## config.mk

```make
export PLATFORM = sky130hd
export DESIGN_NAME = rmode_xlate
export DESIGN_NICKNAME = d
export VERILOG_FILES = /design/src/rtl/rmode_pkg.sv /design/src/rtl/rmode_limit_dec.sv /design/src/rtl/rmode_route.sv /design/src/rtl/rmode_xlate.sv
export SDC_FILE = /design/constraint.sdc
export NUM_CORES = 1
export LEC_CHECK = 0
export BUFFER_PORTS_ARGS = -buffer_cell sky130_fd_sc_hd__buf_2
export CAP_MARGIN = 15
export CORE_ASPECT_RATIO = 0.75
export CORE_UTILIZATION = 47
export DETAILED_ROUTE_END_ITERATION = 16
export MAX_ROUTING_LAYER = met4
export PLACE_DENSITY = 0.73
export SYNTH_ARGS = -nofsm -noshare
export SYNTH_HDL_FRONTEND = slang
export SYNTH_SLANG_ARGS = --single-unit
export TNS_END_PERCENT = 1
```

## constraint.sdc

```tcl
create_clock -name clk -period 2.4 [get_ports clk]
set_input_delay 0.12 -clock clk [delete_from_list [all_inputs] [get_ports clk]]
set_output_delay 0.12 -clock clk [all_outputs]
set_load 0.02 [all_outputs]
```

## src/rtl/rmode_pkg.sv

```systemverilog
// Shared types and codes for the real-mode translation unit.
// Assumes a 64-bit effective address and 32-bit status codes.
package rmode_pkg;

    typedef enum logic [1:0] {
        KIND_LOAD  = 2'd0,
        KIND_STORE = 2'd1,
        KIND_FETCH = 2'd2
    } kind_e;

    typedef enum logic [2:0] {
        RES_REAL   = 3'd0,
        RES_IFAULT = 3'd1,
        RES_DFAULT = 3'd2,
        RES_MCHECK = 3'd3,
        RES_HANDOFF= 3'd4,
        RES_RELOC  = 3'd5
    } result_e;

    localparam logic [1:0] SEL_CTRL = 2'd0;
    localparam logic [1:0] SEL_HVOFS = 2'd1;
    localparam logic [1:0] SEL_RMOFS = 2'd2;

    localparam int CTRL_VRM_BIT  = 0;
    localparam int CTRL_DESC_BIT = 1;
    localparam int CTRL_CODE_LSB = 8;

    localparam logic [31:0] STAT_BOUND = 32'h0800_0000;
    localparam logic [31:0] STAT_WRITE = 32'h0200_0000;

endpackage

```

## src/rtl/rmode_limit_dec.sv

```systemverilog
// Decodes the 4-bit size code into a byte limit for the bounded area.
// Assumes ADDR_W is at least 35 so the largest limit fits.
module rmode_limit_dec #(
    parameter int ADDR_W = 64,
    parameter int CODE_W = 4
) (
    input  logic [CODE_W-1:0] code,
    output logic [ADDR_W-1:0] limit
);
    localparam logic [ADDR_W-1:0] ONE = {{(ADDR_W-1){1'b0}}, 1'b1};

    // Map each supported code to its power-of-two size, else zero.
    always_comb begin
        case (code)
            4'h8:    limit = ONE << 25;
            4'h3:    limit = ONE << 26;
            4'h7:    limit = ONE << 27;
            4'h4:    limit = ONE << 28;
            4'h2:    limit = ONE << 30;
            4'h1:    limit = ONE << 34;
            default: limit = '0;
        endcase
    end
endmodule

```

## src/rtl/rmode_route.sv

```systemverilog
// Combinational classification of one request into a response.
// Assumes kind is never 3 and the limit is already decoded.
module rmode_route
    import rmode_pkg::*;
#(
    parameter int ADDR_W   = 64,
    parameter int STAT_W   = 32,
    parameter int CLR_BITS = 4
) (
    input  logic [ADDR_W-1:0] ea,
    input  kind_e             kind,
    input  logic              ir,
    input  logic              dr,
    input  logic              hv,
    input  logic              hv_present,
    input  logic              vrm_en,
    input  logic              desc_ok,
    input  logic [ADDR_W-1:0] limit,
    input  logic [ADDR_W-1:0] hv_ofs,
    input  logic [ADDR_W-1:0] rm_ofs,
    output result_e           result,
    output logic [ADDR_W-1:0] addr,
    output logic [STAT_W-1:0] status,
    output logic [ADDR_W-1:0] fault_ea
);
    localparam logic [ADDR_W-1:0] BASE_MASK =
        {{CLR_BITS{1'b0}}, {(ADDR_W-CLR_BITS){1'b1}}};

    logic              real_mode;
    logic [ADDR_W-1:0] base;

    // Decide whether relocation is off for this access kind.
    always_comb real_mode = (kind == KIND_FETCH) ? !ir : !dr;

    // Strip the top effective-address bits to form the base.
    always_comb base = ea & BASE_MASK;

    // Pick hypervisor offset, handoff, bounded area or fault.
    always_comb begin
        result   = RES_RELOC;
        addr     = '0;
        status   = '0;
        fault_ea = '0;
        if (real_mode) begin
            if (hv || !hv_present) begin
                result = RES_REAL;
                addr   = ea[ADDR_W-1] ? base : (base | hv_ofs);
            end else if (vrm_en) begin
                if (desc_ok) begin
                    result = RES_HANDOFF;
                    addr   = base;
                end else begin
                    result = RES_MCHECK;
                end
            end else if (base < limit) begin
                result = RES_REAL;
                addr   = base | rm_ofs;
            end else if (kind == KIND_FETCH) begin
                result = RES_IFAULT;
                status = STAT_BOUND;
            end else begin
                result   = RES_DFAULT;
                status   = (kind == KIND_STORE) ? (STAT_BOUND | STAT_WRITE) : STAT_BOUND;
                fault_ea = ea;
            end
        end
    end
endmodule

```

## src/rtl/rmode_xlate.sv

```systemverilog
// Real-mode translation unit: configuration registers, decoded limit,
// request/response handshake and one registered response stage.
// Assumes the requester holds its request while req_ready is low.
module rmode_xlate
    import rmode_pkg::*;
#(
    parameter int          ADDR_W     = 64,
    parameter int          STAT_W     = 32,
    parameter int          CODE_W     = 4,
    parameter logic [63:0] CTRL_RESET = 64'h0000_0000_0000_0100
) (
    input  logic              clk,
    input  logic              rst_n,
    input  logic              cfg_wr,
    input  logic [1:0]        cfg_sel,
    input  logic [ADDR_W-1:0] cfg_wdata,
    input  logic              req_valid,
    output logic              req_ready,
    input  logic [ADDR_W-1:0] req_ea,
    input  logic [1:0]        req_kind,
    input  logic              req_ir,
    input  logic              req_dr,
    input  logic              req_hv,
    input  logic              req_hv_present,
    output logic              rsp_valid,
    input  logic              rsp_ready,
    output logic [2:0]        rsp_result,
    output logic [ADDR_W-1:0] rsp_addr,
    output logic [STAT_W-1:0] rsp_status,
    output logic [ADDR_W-1:0] rsp_fault_ea
);
    localparam logic [ADDR_W-1:0] CTRL_RST = CTRL_RESET[ADDR_W-1:0];

    logic [ADDR_W-1:0] ctrl_q, hv_ofs_q, rm_ofs_q, limit_q;
    logic [ADDR_W-1:0] wr_limit, rst_limit;
    logic [CODE_W-1:0] wr_code;
    result_e           nx_result;
    logic [ADDR_W-1:0] nx_addr, nx_fault_ea;
    logic [STAT_W-1:0] nx_status;
    logic              accept;

    // Size code carried by the incoming control write.
    always_comb wr_code = cfg_wdata[CTRL_CODE_LSB +: CODE_W];

    rmode_limit_dec #(.ADDR_W(ADDR_W), .CODE_W(CODE_W)) u_dec_wr (
        .code  (wr_code),
        .limit (wr_limit)
    );

    rmode_limit_dec #(.ADDR_W(ADDR_W), .CODE_W(CODE_W)) u_dec_rst (
        .code  (CTRL_RST[CTRL_CODE_LSB +: CODE_W]),
        .limit (rst_limit)
    );

    // Hold configuration and refresh the limit on control writes.
    always_ff @(posedge clk) begin
        if (!rst_n) begin
            ctrl_q   <= CTRL_RST;
            limit_q  <= rst_limit;
            hv_ofs_q <= '0;
            rm_ofs_q <= '0;
        end else if (cfg_wr) begin
            case (cfg_sel)
                SEL_CTRL: begin
                    ctrl_q  <= cfg_wdata;
                    limit_q <= wr_limit;
                end
                SEL_HVOFS: hv_ofs_q <= cfg_wdata;
                SEL_RMOFS: rm_ofs_q <= cfg_wdata;
                default: ;
            endcase
        end
    end

    rmode_route #(.ADDR_W(ADDR_W), .STAT_W(STAT_W)) u_route (
        .ea         (req_ea),
        .kind       (kind_e'(req_kind)),
        .ir         (req_ir),
        .dr         (req_dr),
        .hv         (req_hv),
        .hv_present (req_hv_present),
        .vrm_en     (ctrl_q[CTRL_VRM_BIT]),
        .desc_ok    (ctrl_q[CTRL_DESC_BIT]),
        .limit      (limit_q),
        .hv_ofs     (hv_ofs_q),
        .rm_ofs     (rm_ofs_q),
        .result     (nx_result),
        .addr       (nx_addr),
        .status     (nx_status),
        .fault_ea   (nx_fault_ea)
    );

    // Accept when the response slot is empty or being drained.
    always_comb req_ready = !rsp_valid || rsp_ready;
    always_comb accept    = req_valid && req_ready;

    // Register the response of each accepted request.
    always_ff @(posedge clk) begin
        if (!rst_n) begin
            rsp_valid    <= 1'b0;
            rsp_result   <= '0;
            rsp_addr     <= '0;
            rsp_status   <= '0;
            rsp_fault_ea <= '0;
        end else if (accept) begin
            rsp_valid    <= 1'b1;
            rsp_result   <= nx_result;
            rsp_addr     <= nx_addr;
            rsp_status   <= nx_status;
            rsp_fault_ea <= nx_fault_ea;
        end else if (rsp_ready) begin
            rsp_valid    <= 1'b0;
        end
    end
endmodule

```

; ---- Word level (Yosys, flattened, before mapping)
; Index checks and enable logic that the tools add are counted.
[totals]
elab_cells = 61
ff_bits = 358
out_inout_bits = 165
[op_classes]
bitwise_logic = 2
reduce_logical = 12
n_lt_le_gt_ge = 1
n_mux = 27
eq_ne = 10
[op_table]
columns = operator, n
row1 = $mux 64, 10
row2 = $pmux 35 s6, 1
row3 = $mux 32, 5
row4 = $or 60x64->64, 2
row5 = $lt 60x64->1, 1
row6 = $mux 60, 1
row7 = $mux 26, 1
row8 = $mux 3, 5
row9 = $eq 4x2->1 const B, 2
row10 = $eq 4x3->1 const B, 2
row11 = $reduce_and 2->1, 3
row12 = $eq 2x1->1 const B, 2
row13 = $eq 2x2->1 const B, 2
row14 = $eq 4x1->1 const B, 1
row15 = $eq 4x4->1 const B, 1
row16 = $logic_not 1->1, 4
row17 = $mux 1, 3
row18 = $logic_not 2->1, 1
row19 = $logic_or 1x1->1, 2
row20 = $mux 2, 1
row21 = $reduce_bool 2->1, 1
row22 = $logic_and 1x1->1, 1

; ---- Logic depth before layout (Yosys ltp)
; Gate-level depths: netlist of run 1.
[depth]
word_depth = 7
depth_mapped = 8
mapped_depth_nobuf = 7

; ---- Modules after synthesis
; A second synthesis of run 1 with hierarchy kept.
[hier_totals]
cells_unflattened = 2116
area_unflattened_um2 = 18696.7
[by_module_without_submodules]
columns = mod, area_each_um2, instances, cells_per_inst
row1 = rmode_xlate, 13528.0, 1, 1356
row2 = rmode_route, 4172.8, 1, 630
row3 = rmode_limit_dec, 498.0, 2, 65

; ---- Worst setup path after synthesis of run 1
; Ideal clock, no wire load.
[synth_timing]
path_type = reg-to-reg
from = register limit_q[27]
to = register rsp_addr[60]
stages_incl_launch_ff = 9
required_ps = 2270
arrival_time_ps = 1651
n_path_buf = 1
setup_slack_ps = 619
cell_sequence = dfxtp_1 inv_1 ha_1 a21o_1 a31oi_1 o311a_4 o211ai_4 buf_6 o22ai_1
[synth_via]
elab_chain_len = 5
[synth_lines]
columns = element, line
row1 = from (decl), rmode_xlate.sv:34  ; logic [ADDR_W-1:0] ctrl_q, hv_ofs_q, rm_ofs_q, limit_q;
row2 = from (signal assigned), rmode_xlate.sv:59  ; limit_q <= rst_limit;
row3 = from (signal assigned), rmode_xlate.sv:66  ; limit_q <= wr_limit;
row4 = $lt 60x64->1, rmode_route.sv:55  ; end else if (base < limit) begin
row5 = $mux 64, rmode_route.sv:55
row6 = $mux 64, rmode_route.sv:48  ; end else if (vrm_en) begin
row7 = $mux 64, rmode_route.sv:45  ; if (hv || !hv_present) begin
row8 = $mux 64, rmode_route.sv:44  ; if (real_mode) begin
row9 = to (signal assigned), rmode_xlate.sv:108  ; rsp_addr <= nx_addr;
row10 = to (decl), rmode_xlate.sv:28  ; output logic [ADDR_W-1:0] rsp_addr,
; No other way between the ends.
; A chain may end at the register's enable or synchronous reset.

; ---- Worst setup path after layout of run 1
[layout_timing]
from = register limit_q[27]
to = register rsp_fault_ea[23]
[layout_via]
elab_chain_len = 5
[layout_lines]
columns = element, line
row1 = $lt 60x64->1, rmode_route.sv:55
row2 = $mux 64, rmode_route.sv:55
row3 = $mux 64, rmode_route.sv:48
row4 = $mux 64, rmode_route.sv:45
row5 = $mux 64, rmode_route.sv:44
row6 = to (signal assigned), rmode_xlate.sv:110  ; rsp_fault_ea <= nx_fault_ea;
row7 = to (decl), rmode_xlate.sv:30  ; output logic [ADDR_W-1:0] rsp_fault_ea
; No other way between the ends.

==> metrics.yaml, run 1 <==
status: "finished clean"
synth_area_per_cell_um2: 8.47
nets: 1836
r2r_cells: 8
start_util_pct: 48.7
r2r-start: "limit_q[27]"
finalClockSkew_ns: 0.0179
grt_pass1_vias: 10997
via_count: 11665
whs_path_depth: 3
fin_crit_ns: 2.11
vdd_drop_max_mv: 0.543
die_w_um: 182
cp-start-kind: "flip-flop"
finalSetupViolations: 0
gp_congestion: 0.865
max-slew-margin-rel_pct: 40.8
worst_slew_pin_slew_ns: 0.888
grt_pass1_wl_mm: 58.8
core_area_um2: 23400
synth-seq-cells: 270
final_cells: 2012
fmax_mhz: 474
drive_gt1_share_pct: 21.2
synth_area_um2: 11400
cp_max_fo: 30
rsz0062_at_grt: "no"
routed_wl_mm: 38.2
dp_hpwl_mm: 23.6
synth_edf_count: 0
hold_viol_final: 0
cts_root_buf: "clkbuf_16"
critical_path_required_ns: 2.87
fp-row-count: 48
path_clk_slew_ns: 0.06
grt_overflow: 0
cts_tree: "built"
post-route-period-util_pct: 88.0
rr_endpoint: "rsp_fault_ea[23]"
ctsLongestPathBuffers: 3
die_area_um2: 24800
synthCells: 1344
yosysSeqAreaShare_pct: 47.5
hold_path_end: "limit_q[34]"
grt_max_degree: 78
h-tree-depth: 1
dpl.cell_count: 1830
cts_buffers: 26
grt_usage_pct: 30.7
slew_violations: 0
worst_ep_arrival_time_ns: 2.58
yosysWarnings: 0
viasPerCell: 5.80
io_pins: 306
drv_cap: 0
layout_commonest_cell: "nand2_1"
end_kind: "flip-flop"
worstHoldStart: "cfg_sel[1]"
antenna_found_initial: 3
powerDensity_nw_per_um2: 668
fin_tns_setup_ns: 0
cts.sinks: 270
ys_async_sr_fraction_pct: 0
postRouteAntennaNets: 0
area_growth_pct: 31.7
drt_iter0_markers: 1190
die_y_um: 137
io_buffers: 275
worstSetupPathType: "flip-flop to flip-flop"
mostFrequentLayoutCells: "nand2_1, buf_2, dfxtp_1, a21oi_1, dlygate4sd3_1"
p_leak_nw: 6.14
drc: 0
cts-resized-gates: 0
detail_route.wl_per_cell_um: 19.0
ys_types: 47
insertion_delay_ns: 0.53
ys.flop_type: "dfxtp_1"
hold_class: "input port to flip-flop"
reg2reg_setup_slack_ns: 0.29
drt-pass1-iter-count: 5
-- layer usage --
layer,vias up,wire length (um),track usage [%]
met5,-,0,-
met4,0,1110,9.98
met3,81,3500,3.91
met2,633,17600,48.8
met1,5501,16100,40.7
li1,5450,-,-
-- state kept, by name (all words and copies together) (netlist names) --
| signal | flops |
|---|---|
| rsp_valid | 1 |
| ctrl_q | 2 |
| rsp_addr | 64 |
| rsp_status | 2 |
| rsp_fault_ea | 64 |
| rm_ofs_q | 64 |
| rsp_result | 3 |
| hv_ofs_q | 64 |
| limit_q | 6 |
-- power by group --
group	total, mW	internal [mW]	switching, mW
clock network	4.02	2.29	1.73
logic	1.30	0.516	0.785
registers	4.70	4.61	0.0837
-- what timing repair did --
item	CTS	global route
hold buffers	132	0
endpoints found under the hold margin	241	0
buffers inserted	0	0
-- cells in the mapped netlist, drive strengths merged, types with 2 or more instances --
master	instances	area, um2
a211oi	19	143
a21oi	198	991
a22o	88	771
a22oi	60	450
a32o	40	400
a32oi	4	35.0
and3b	2	17.5
buf	70	464
clkbuf	77	289
dfxtp	270	5410
ha	5	62.6
inv	49	184
nand2	290	1090
nand2b	4	32.5
nand3	2	10.0
nand3b	3	22.5
nand4	4	25.0
nand4b	3	26.3
nor2	11	56.3
nor2b	6	37.5
nor3b	2	25.0
nor4	7	43.8
o2111ai	2	23.8
o211ai	2	28.8
o21ai	69	357
o22ai	45	282
-- worst max-delay path by stage --
stage               slack, ns          endpoint  cells past startpoint   startpoint
floorplan                0.62      rsp_addr[60]                      8  limit_q[27]
global placement         0.32   rsp_fault_ea[7]                      8  limit_q[27]
detailed placement       0.30  rsp_fault_ea[62]                      8  limit_q[27]
CTS                      0.29  rsp_fault_ea[62]                      8  limit_q[27]
global route             0.14  rsp_fault_ea[13]                      8  limit_q[27]
finish                   0.29  rsp_fault_ea[23]                      8  limit_q[27]
-- layout make-up --
type	instances	area [um2]
Timing Repair Buffer	436	3000
Fill cell	1928	8370
Sequential cell	270	5410
Clock inverter	7	62.6
Tap cell	300	375
Antenna cell	4	10.0
Inverter	49	189
Multi-Input combinational cell	907	5180
Clock buffer	39	761
-- per-stage QoR --
| step | hold slack (ns) | cell area (um2) | power (mW) | setup slack, ns | utilization, % |
|---|---|---|---|---|---|
| floorplan | 0.245 | 11500 | 5.47 | 0.619 | - |
| global placement | 0.358 | 12800 | 5.88 | 0.318 | 54.9 |
| detailed placement | 0.365 | 12800 | 5.90 | 0.303 | 54.9 |
| CTS | 0.0204 | 15000 | 10.0 | 0.291 | 64.1 |
| global route | 0.0412 | 15000 | 10.4 | 0.138 | 64.2 |
| finish | 0.0313 | 15000 | 10.0 | 0.289 | 64.2 |
-- critical path, stage by stage (launching register included) --
cell and delay, ns:
dfxtp_1 0.32, inv_1 0.04, ha_1 0.28, a21o_1 0.10
a31oi_1 0.04, o311a_4 0.40, o21ai_4 0.40, buf_12 0.26
a32o_1 0.19
-- logic make-up after synthesis --
logic type,Yosys count,share of synthesized area (%)
AND/OR/NAND/NOR,340,12.7
adder cells (fa/ha/maj),5,0.550
other,1,0.0329
buffers and inverters,196,8.23
AO/OA/AOI/OAI,532,31.0
flip-flops,270,47.5
Power figures use the tool's default switching activity.
==> run 2: changes to the inputs <==
--- a/config.mk
+++ b/config.mk
@@ -8,10 +8,10 @@
 export BUFFER_PORTS_ARGS = -buffer_cell sky130_fd_sc_hd__buf_2
 export CAP_MARGIN = 15
 export CORE_ASPECT_RATIO = 0.75
-export CORE_UTILIZATION = 47
+export CORE_MARGIN = 2
+export CORE_UTILIZATION = 35
 export DETAILED_ROUTE_END_ITERATION = 16
 export MAX_ROUTING_LAYER = met4
-export PLACE_DENSITY = 0.73
 export SYNTH_ARGS = -nofsm -noshare
 export SYNTH_HDL_FRONTEND = slang
 export SYNTH_SLANG_ARGS = --single-unit
==> run 2 against run 1 <==
  * Setup slack worse by 0.068 ns
  * Clock-buffer cell count is 2 higher
  * First-iteration DRC count down 21%
  * Highest routed layer unchanged
  * Clock skew increased by 0.0019 ns
  * Global-route usage down 6.5 points
  * Flip-flop and latch count stayed put
  * Die area rose by 37%
  * Routed wire length is 8.7% higher
  * Clock power increased by 15%
  * Core utilization shrank 16 points
==> metrics.yaml, run 2 (synthesis results as in run 1) <==
multi_input_area_um2: 5190
max-slew-margin-rel_pct: 52.7
drt_iter0_markers: 945
switching_share_pct: 26.0
finalSetupViolations: 0
cts.sinks: 270
cts_root_buf: "clkbuf_16"
cp_max_fo: 28
detail_route.wl_per_cell_um: 19.2
io_pins: 306
post-route-period-util_pct: 90.8
fp-row-count: 57
worstSetupPathType: "flip-flop to flip-flop"
io_buffers: 275
drv_cap: 0
finalClockSkew_ns: 0.0197
met3_length_mm: 3.05
fill_cells: 3118
wl_met2_mm: 18.8
path_clk_slew_ns: 0.06
grt_overflow: 0
cts-resized-gates: 0
end_kind: "flip-flop"
routed_wl_mm: 41.6
grt_usage_pct: 24.2
p_switching_mw: 2.77
drive_gt1_share_pct: 22.0
cts_buffers: 29
nets: 1847
cts_tree: "built"
mostFrequentLayoutCells: "nand2_1, buf_2, dfxtp_1, a21oi_1, dlygate4sd3_1"
via_count: 11547
grt_pass1_wl_mm: 62.6
critical_path_required_ns: 2.89
rsz0062_at_grt: "no"
gp_congestion: 0.810
start_util_pct: 35.3
status: "finished clean"
die_area_um2: 34000
antenna_found_initial: 3
fmax_mhz: 459
clock_power_share_pct: 43.5
insertion_delay_ns: 0.57
powerDensity_nw_per_um2: 692
worst_slew_pin_slew_ns: 0.707
layout.area.seq_um2: 5410
drc: 0
slew_violations: 0
cp-start-kind: "flip-flop"
seqPwrFrac_pct: 44.0
dp_slack_ns: 0.261
dp_hpwl_mm: 26.5
drt-pass1-iter-count: 5
vdd_drop_max_mv: 0.477
worst_ep_arrival_time_ns: 2.67
core_area_um2: 32200
dr.max_layer_used: "met4"
h-tree-depth: 1
die_w_um: 212
hold_class: "input port to flip-flop"
combPwrFrac_pct: 12.5
detail_route.wirelength.met1_mm: 18.8
grt_pass1_vias: 10670
fin_crit_ns: 2.18
viasPerCell: 5.33
area_growth_pct: 35.5
postRouteAntennaNets: 0
setup_ws_ns: 0.221
grt_max_degree: 110
ctsLongestPathBuffers: 3
die_y_um: 160
internal_power_mw: 7.89
hold_viol_final: 0
layout_commonest_cell: "nand2_1"
finalCoreUtilization_pct: 47.8
p_leak_nw: 6.26
[run 2: changes by cell type in the layout (fill, tap and decap cells not counted), sizes merged]
| cell | change |
|---|---|
| buf | +7 |
| bufinv | +2 |
| clkbuf | +2 |
| clkinvlp | +1 |
| diode | -1 |
| dlygate4sd3 | +1 |
| inv | +1 |
[run 2: timing repair]
action,CTS,global route
hold endpoints to repair,248,0
hold buffers,133,0
setup buffers,0,0
[run 2: per-stage QoR]
| step | TNS (ns) | hold slack (ns) | power, mW | instance area, um2 | cells |
|---|---|---|---|---|---|
| 3_5_place_dp | 0 | 0.376 | 5.95 | 13100 | 1979 |
| 5_1_grt | 0 | 0.0451 | 11.1 | 15400 | 2167 |
| 3_3_place_gp | -5.80 | 0.372 | 5.93 | 13100 | 1978 |
| 6_report | 0 | 0.0298 | 10.7 | 15400 | 2167 |
| 2_1_floorplan | 0 | 0.245 | 5.47 | 11500 | 1373 |
| 4_1_cts | 0 | 0.00504 | 10.7 | 15400 | 2164 |
[run 2: routing by layer]
layer	track usage, %	up-vias
met1	33.4	5541
met5	-	-
met4	6.45	0
met2	36.9	478
met3	3.72	58
li1	-	5470
[run 2: power groups by stage]
stage	clock network (mW)	logic [mW]	registers [mW]
after floorplan	0	0.622	4.85
after global placement	0	1.14	4.79
after detailed placement	0	1.15	4.79
after CTS	4.72	1.32	4.69
after global routing	4.91	1.44	4.71
final	4.63	1.33	4.70
[run 2: final timing paths]
path	startpoint	end	slack, ns	depth (start not counted)
worst max-delay path	limit_q[27]	rsp_fault_ea[9]	0.22	8
worst min-delay path	cfg_sel[1]	limit_q[34]	0.03	3
worst max register to register	limit_q[27]	rsp_fault_ea[9]	0.22	8
worst min register to register	limit_q[25]	limit_q[25]	0.45	2
[run 2: layout make-up]
class                   count  area share, %
diodes                      3         0.0487
clock buffers              41           5.45
clock inverters            11          0.901
inverters                  49           1.23
multi-input cells         907           33.7
flip-flops and latches    270           35.1
repair buffers            444           20.0
well taps                 442           3.59
[run 2: worst max-delay path, stage by stage (launching register included)]
cell and delay [ns]:
dfxtp_1 0.32, inv_1 0.05, ha_1 0.29, a21o_1 0.11, a31oi_1 0.05, o311a_4 0.40
o21ai_4 0.42, buf_12 0.26, a32o_1 0.19
==> run 3: changes to the inputs <==
--- a/config.mk
+++ b/config.mk
@@ -7,7 +7,7 @@
 export LEC_CHECK = 0
 export BUFFER_PORTS_ARGS = -buffer_cell sky130_fd_sc_hd__buf_2
 export CAP_MARGIN = 15
-export CORE_ASPECT_RATIO = 0.75
+export CORE_ASPECT_RATIO = 0.9
 export CORE_MARGIN = 2
 export CORE_UTILIZATION = 35
 export DETAILED_ROUTE_END_ITERATION = 16
==> run 3 against run 2 <==
  * Combinational power is essentially flat
  * Highest routed layer unchanged
  * Critical path depth is the same
  * Setup slack better by 0.085 ns
  * Die area about the same
  * Critical endpoint is now rsp_result[0]
==> metrics.yaml, run 3 (synthesis results as in run 1) <==
cts-resized-gates: 0
fmax_mhz: 478
status: "finished clean"
grt_max_degree: 85
cp-start-kind: "flip-flop"
drt-pass1-iter-count: 5
drt_iter0_markers: 777
drv_cap: 0
core_area_um2: 32000
max-slew-margin-rel_pct: 29.0
dp_hpwl_mm: 25.0
vdd_drop_max_mv: 0.608
area_growth_pct: 34.8
critPathBufInv: 2
end_kind: "flip-flop"
ctsLongestPathBuffers: 3
hold_viol_final: 0
nets: 1840
power_mw: 10.6
die_w_um: 194
viasPerCell: 5.37
postRouteAntennaNets: 0
grt_overflow: 0
cpMaxStageDelayCell: "nor4_1"
grt_pass1_vias: 11062
detail_route.wl_per_cell_um: 19.5
worst_slew_pin_slew_ns: 1.06
cp_cell_sequence: "inv_1, ha_1, nor4_1, nand4_1, nor2_4, o21a_1, buf_4, o21ai_0"
worst_path_dominant_cell_family: "simple AND/OR/NAND/NOR gates"
fin_crit_ns: 2.09
die_area_um2: 34000
die_y_um: 175
slew_violations: 0
critPathMaxStageDelay_ns: 0.32
io_buffers: 275
cts_buffers: 30
fin_tns_setup_ns: 0
via_count: 11482
hold_class: "input port to flip-flop"
h-tree-depth: 1
powerDensity_nw_per_um2: 689
drive_gt1_share_pct: 21.8
gp_congestion: 0.789
layout_commonest_cell: "nand2_1"
drc: 0
fp-row-count: 62
finalSetupViolations: 0
finalClockSkew_ns: 0.0162
mostFrequentLayoutCells: "nand2_1, buf_2, dfxtp_1, a21oi_1, dlygate4sd3_1"
rsz0062_at_grt: "no"
antenna_found_initial: 4
grt_pass1_wl_mm: 63.4
worst_ep_arrival_time_ns: 2.52
critical_path_required_ns: 2.83
insertion_delay_ns: 0.56
path_clk_slew_ns: 0.06
routed_wl_mm: 41.6
post-route-period-util_pct: 87.3
grt_usage_pct: 24.0
p_leak_nw: 6.24
cts_tree: "built"
cp_max_fo: 20
cts_root_buf: "clkbuf_16"
io_pins: 306
start_util_pct: 35.6
cts.sinks: 270
worstSetupPathType: "flip-flop to flip-flop"
-- run 3: report_power, final --
group	total (mW)	switching, mW	leakage, nW	internal (mW)
clock	4.55	1.92	0.494	2.63
sequential	4.69	0.0771	2.19	4.62
combinational	1.33	0.808	3.55	0.520
-- run 3: metrics by stage --
| step | setup slack [ns] | hold WS [ns] | instances | utilization, % | cell area, um2 |
|---|---|---|---|---|---|
| 3_5_place_dp | 0.114 | 0.370 | 1943 | 40.7 | 13000 |
| 5_1_grt | 0.148 | 0.0227 | 2137 | 48.0 | 15300 |
| 3_3_place_gp | 0.124 | 0.358 | 1943 | 40.7 | 13000 |
| 2_1_floorplan | 0.619 | 0.245 | 1373 | - | 11500 |
| 4_1_cts | 0.0763 | 0.00328 | 2131 | 47.9 | 15300 |
| 6_report | 0.306 | 0.0297 | 2137 | 48.0 | 15300 |
-- run 3: what timing repair did --
action	CTS	global route
endpoints found under the hold margin	247	0
hold buffers	133	0
setup buffers	0	2
endpoints found under the setup margin	0	15
-- run 3: layer usage --
metal	wire [um]	vias to the layer above	share of wire, %	track usage (%)
met5	0	-	0	-
met4	1110	0	2.7	7.45
met3	2600	81	6.2	3.01
met2	19700	413	47	38.8
met1	18100	5525	44	31.2
li1	-	5463	-	-
-- run 3: worst paths after layout --
check          startpoint              to  depth (start not counted)  slack (ns)
max reg2reg   limit_q[34]   rsp_result[0]                          8        0.31
max           limit_q[34]   rsp_result[0]                          8        0.31
min           req_kind[0]  rsp_status[25]                          3        0.03
min reg2reg  rm_ofs_q[23]    rm_ofs_q[23]                          2        0.46
-- run 3: final cells by class --
type	instances	area, um2
clock buffers	44	915
fillers	3119	16600
inverters	49	189
diodes	4	10.0
repair buffers	436	3040
multi-input cells	907	5190
clock inverters	11	72.6
flip-flops and latches	270	5410
well taps	416	520
-- run 3: worst min-delay path, cell delays in order --
cell,delay (ns)
buf_2,0.11
nor4b_1,0.14
a22o_1,0.17
